===== src/rtl/endian_norm_pkg.sv =====
package endian_norm_pkg;
  localparam int unsigned BYTE_W = 8;

  function automatic int unsigned lane_count(input int unsigned width);
    return width / BYTE_W;
  endfunction
endpackage


===== src/rtl/lane_swapper.sv =====
module lane_swapper
  import endian_norm_pkg::*;
#(
  parameter int unsigned DATA_W = 64,
  parameter int unsigned LEN_W  = 4
) (
  input  logic [DATA_W-1:0] data_i,
  input  logic              en_i,
  input  logic [LEN_W-1:0]  len_i,
  output logic [DATA_W-1:0] data_o
);
  localparam int unsigned LANES = lane_count(DATA_W);

  logic [DATA_W-1:0] swapped;

  for (genvar g = 0; g < LANES; g++) begin : g_lane
    logic [BYTE_W-1:0] pick;
    always_comb begin
      pick = '0;
      for (int k = 1; k <= LANES; k++) begin
        if ((k == int'(len_i)) && (g < k)) begin
          pick = data_i[(k-1-g)*BYTE_W +: BYTE_W];
        end
      end
    end
    assign swapped[g*BYTE_W +: BYTE_W] = pick;
  end

  assign data_o = en_i ? swapped : data_i;

  logic [DATA_W-1:0] low_mask;
  always_comb begin
    low_mask = '0;
    for (int b = 0; b < LANES; b++) begin
      if (b < int'(len_i)) low_mask[b*BYTE_W +: BYTE_W] = '1;
    end
    if (en_i && (int'(len_i) >= 1) && (int'(len_i) <= LANES)) begin

      upper_zero_chk: assert ((data_o & ~low_mask) == '0)
        else $error("swapped bytes above access length not zero");

      ones_kept_chk: assert ($countones(data_o) == $countones(data_i & low_mask))
        else $error("swap changed the set of bits within access length");
    end
  end
endmodule


===== src/rtl/sign_stretcher.sv =====
module sign_stretcher #(
  parameter int unsigned DATA_W   = 64,
  parameter int unsigned LEN_W    = 4,
  parameter int unsigned HALF_W   = 16,
  parameter int unsigned WORD_W   = 32,
  parameter int unsigned HALF_LEN = 2
) (
  input  logic [DATA_W-1:0] data_i,
  input  logic              en_i,
  input  logic [LEN_W-1:0]  len_i,
  output logic [DATA_W-1:0] data_o
);
  localparam int unsigned HALF_UP = DATA_W - HALF_W;
  localparam int unsigned WORD_UP = DATA_W - WORD_W;

  logic              is_half;
  logic [DATA_W-1:0] half_ext;
  logic [DATA_W-1:0] word_ext;

  assign is_half  = (len_i == LEN_W'(HALF_LEN));
  assign half_ext = {{HALF_UP{data_i[HALF_W-1]}}, data_i[HALF_W-1:0]};
  assign word_ext = {{WORD_UP{data_i[WORD_W-1]}}, data_i[WORD_W-1:0]};

  always_comb begin
    if (!en_i)        data_o = data_i;
    else if (is_half) data_o = half_ext;
    else              data_o = word_ext;
  end

  always_comb begin
    if (en_i && is_half) begin

      half_fill_chk: assert (($countones(data_o[DATA_W-1:HALF_W-1]) == 0) ||
                             ($countones(data_o[DATA_W-1:HALF_W-1]) == HALF_UP + 1))
        else $error("half-length sign fill broken");
    end
    if (en_i && !is_half) begin

      word_fill_chk: assert ((($countones(data_o[DATA_W-1:WORD_W-1]) == 0) ||
                              ($countones(data_o[DATA_W-1:WORD_W-1]) == WORD_UP + 1)) &&
                             (data_o[WORD_W-1:0] == data_i[WORD_W-1:0]))
        else $error("word sign fill broken");
    end
  end
endmodule


===== src/rtl/endian_normaliser.sv =====
module endian_normaliser #(
  parameter int unsigned DATA_W   = 64,
  parameter int unsigned LEN_W    = 4,
  parameter int unsigned HALF_W   = 16,
  parameter int unsigned WORD_W   = 32,
  parameter int unsigned HALF_LEN = 2
) (
  input  logic [DATA_W-1:0] ld_raw_i,
  input  logic [DATA_W-1:0] st_opnd_i,
  input  logic              swap_en_i,
  input  logic              sext_en_i,
  input  logic [LEN_W-1:0]  acc_len_i,
  output logic [DATA_W-1:0] ld_norm_o,
  output logic [DATA_W-1:0] st_mem_o
);
  logic [DATA_W-1:0] ld_ordered;

  // load: reorder first, then widen
  lane_swapper #(.DATA_W(DATA_W), .LEN_W(LEN_W)) u_ld_swap (
    .data_i (ld_raw_i),
    .en_i   (swap_en_i),
    .len_i  (acc_len_i),
    .data_o (ld_ordered)
  );

  sign_stretcher #(
    .DATA_W(DATA_W), .LEN_W(LEN_W), .HALF_W(HALF_W),
    .WORD_W(WORD_W), .HALF_LEN(HALF_LEN)
  ) u_ld_ext (
    .data_i (ld_ordered),
    .en_i   (sext_en_i),
    .len_i  (acc_len_i),
    .data_o (ld_norm_o)
  );

  // store: reorder before the data leaves
  lane_swapper #(.DATA_W(DATA_W), .LEN_W(LEN_W)) u_st_swap (
    .data_i (st_opnd_i),
    .en_i   (swap_en_i),
    .len_i  (acc_len_i),
    .data_o (st_mem_o)
  );

  always_comb begin
    if (!sext_en_i) begin

      ld_plain_chk: assert (swap_en_i || (ld_norm_o == ld_raw_i))
        else $error("load path altered data with both flags low");
    end
  end
endmodule


===== config.mk =====
export PLATFORM = sky130hd
export DESIGN_NAME = endian_normaliser
export DESIGN_NICKNAME = d
export VERILOG_FILES = /design/src/rtl/endian_norm_pkg.sv /design/src/rtl/lane_swapper.sv /design/src/rtl/sign_stretcher.sv /design/src/rtl/endian_normaliser.sv
export SDC_FILE = /design/constraint.sdc
export NUM_CORES = 1
export LEC_CHECK = 0
export CORE_ASPECT_RATIO = 0.75
export CORE_UTILIZATION = 40
export DETAILED_ROUTE_END_ITERATION = 6
export PLACE_DENSITY = 0.79
export SLEW_MARGIN = 30
export SYNTH_ARGS = -nofsm -noshare
export SYNTH_HDL_FRONTEND = slang
export SYNTH_SLANG_ARGS = --single-unit
export TNS_END_PERCENT = 5

===== constraint.sdc =====
create_clock -name vclk -period 5.5
set_input_delay 1.1 -clock vclk [all_inputs]
set_output_delay 1.1 -clock vclk [all_outputs]
set_load 0.02 [all_outputs]

==> metrics.txt <==
Max Cap Violations 0; Row Count 36; DRC 0; worst hold-check slack 3.12 ns; mapped cell area 5510 µm²; Startpoint Class input pin; critical path capture point type primary output; Max transition margin 0.373; syn avg cell area 5.95 µm²; GR Util met3 0.130; critical path peak fanout 33; Yosys warnings 0; first-pass GRT wire length 45600 µm; n_diodes 0; post-synth net total 1060; CP Data Required Time 4.40 ns; hpwl dp 22500 µm; Initial Util 0.417; Final TNS setup 0 ns; Max Transition Viols Final 0; CTS resizes 0; via count 8725; Hold WC Path Type in2out; Avg Vias per Cell 6.77; DRT iter0 DRCs 1515; postcts setup bufs 0; drt first pass iters 6; Placer Congestion 0.986; final hold vios 0; CP arrival 4.14 ns; Final min period 5.24 ns; Worst-Margin Slew 0.940 ns; Distinct cells, synth 54; Leak 2.88 nW; gr usage total 0.407; Post-Syn Instances 926; initial antenna violation count 1; WS Path Type in2out; number of global-route vias before repair 7544; Post-Place Cell Area 8190 µm²; most frequent cells after synthesis o21ai_0 (114), nor2_1 (92), nand2_1 (84), a21oi_1 (79), clkbuf_1 (68); Layout clock buffers 0; RSZ-0062 raised after global routing no; Layout area overhead 48.8%; cell taking the most area after synthesis o21ai_0; Synth area leaders o21ai_0 (10%), a22oi_1 (7.6%), a21oi_1 (7.2%), nor2_1 (6.3%), o221ai_1 (5.9%); wire per inst 23.7 µm; Die ar. 14200 µm²; die width 137 µm; Buffers on Ports 262; register area share after synthesis 0; fin nets 1253; Boundary Pins 262; share of cells above drive strength 1 0.0779; FF+latch count 0; GR met1 Demand/Resource 0.623; Antenna Nets Post-Route 0; Yosys top cell area share 0.104; Fmax 191 MHz; M2 GR Usage 0.546; run status finished, final reports clean; WL final 30500 µm; period utilisation layout 0.952; final count of negative-setup-slack endpoints 0; hold buffers post-CTS 0; largest net degree at the start of global routing 98; GR Overflow Total 0; power per cell area 107 nW/µm²; top-count cell post-synth o21ai_0; core area 13200 µm²; Top Usage Layer GRT met1; Register Area 0 µm²; Final Instance Area 8190 µm²; worst vdd ir 66.5 µV; Die Y 104 µm
stage by stage:
step                      setup WS, ns  instances  utilization  power [mW]
after floorplan                   1.65        926            -       0.437
after global placement           0.402       1288        0.621       0.852
after detailed placement         0.342       1288        0.621       0.853
after CTS                        0.309       1288        0.621       0.858
after global routing             0.187       1288        0.621       0.922
final                            0.264       1288        0.621       0.879
layer usage:
| layer | vias to the layer above | wire length (µm) |
|---|---|---|
| li1 | 3928 | - |
| met4 | 0 | 499 |
| met1 | 3998 | 12700 |
| met5 | - | 0 |
| met3 | 45 | 5130 |
| met2 | 754 | 12200 |
area by class of cell:
type | instances | area [µm²]
Multi-Input combinational cell | 784 | 4910
Inverter | 28 | 105
Timing Repair Buffer | 305 | 2970
Fill cell | 1253 | 5000
Tap cell | 171 | 214
worst paths after layout:
kind	slack, ns	start	to	cells past startpoint
worst max-delay path	0.26	acc_len_i[3]	ld_norm_o[19]	8
worst min-delay path	3.12	swap_en_i	ld_norm_o[4]	3
worst max-delay path, cell delays in order:
cell and delay, ns:
clkdlybuf4s50_1 0.46, buf_12 0.19, or2_1 0.38, nor2_1 0.25, and2_1 0.49, nand3_1 0.43, a21boi_0 0.25, clkdlybuf4s50_1 0.55
kinds of logic after synthesis:
kind of cell	count (synthesis)	synth area share
AOI/OAI and AO/OA	480	0.581
buffers and inverters	142	0.111
muxes	46	0.0875
and+or+nand+nor	258	0.221
layout by cell type, fill, tap and decap left out, types with 8 or more instances in the layout:
cell             netlist  final
nand2b_1              23     23
a31oi_1               23     23
clkdlybuf4s50_1        0    258
a221oi_1              28     28
o2bb2ai_1              9      9
o221ai_1              37     37
nand2_1               84     84
a22o_1                10     10
buf_4                  4     42
a2bb2oi_1             10     10
mux2_2                17     17
o211ai_1              22     22
a22oi_1               56     56
o31ai_1                8      8
o21ai_0              114    114
o22ai_1               28     28
a21boi_0              14     14
mux2i_1               29     29
o21ai_2               10     10
inv_1                 28     27
nor2_1                92     92
a21oi_1               79     79
nor2b_1               29     28
power breakdown:
group / internal, mW / total (mW) / leakage, nW / switching (mW)
clock network: 0 / 0 / 0 / 0
registers: 0 / 0 / 0 / 0
logic: 0.386 / 0.879 / 2.88 / 0.493
total: 0.386 / 0.879 / 2.88 / 0.493
No activity file was read; power rests on OpenSTA's default activity.
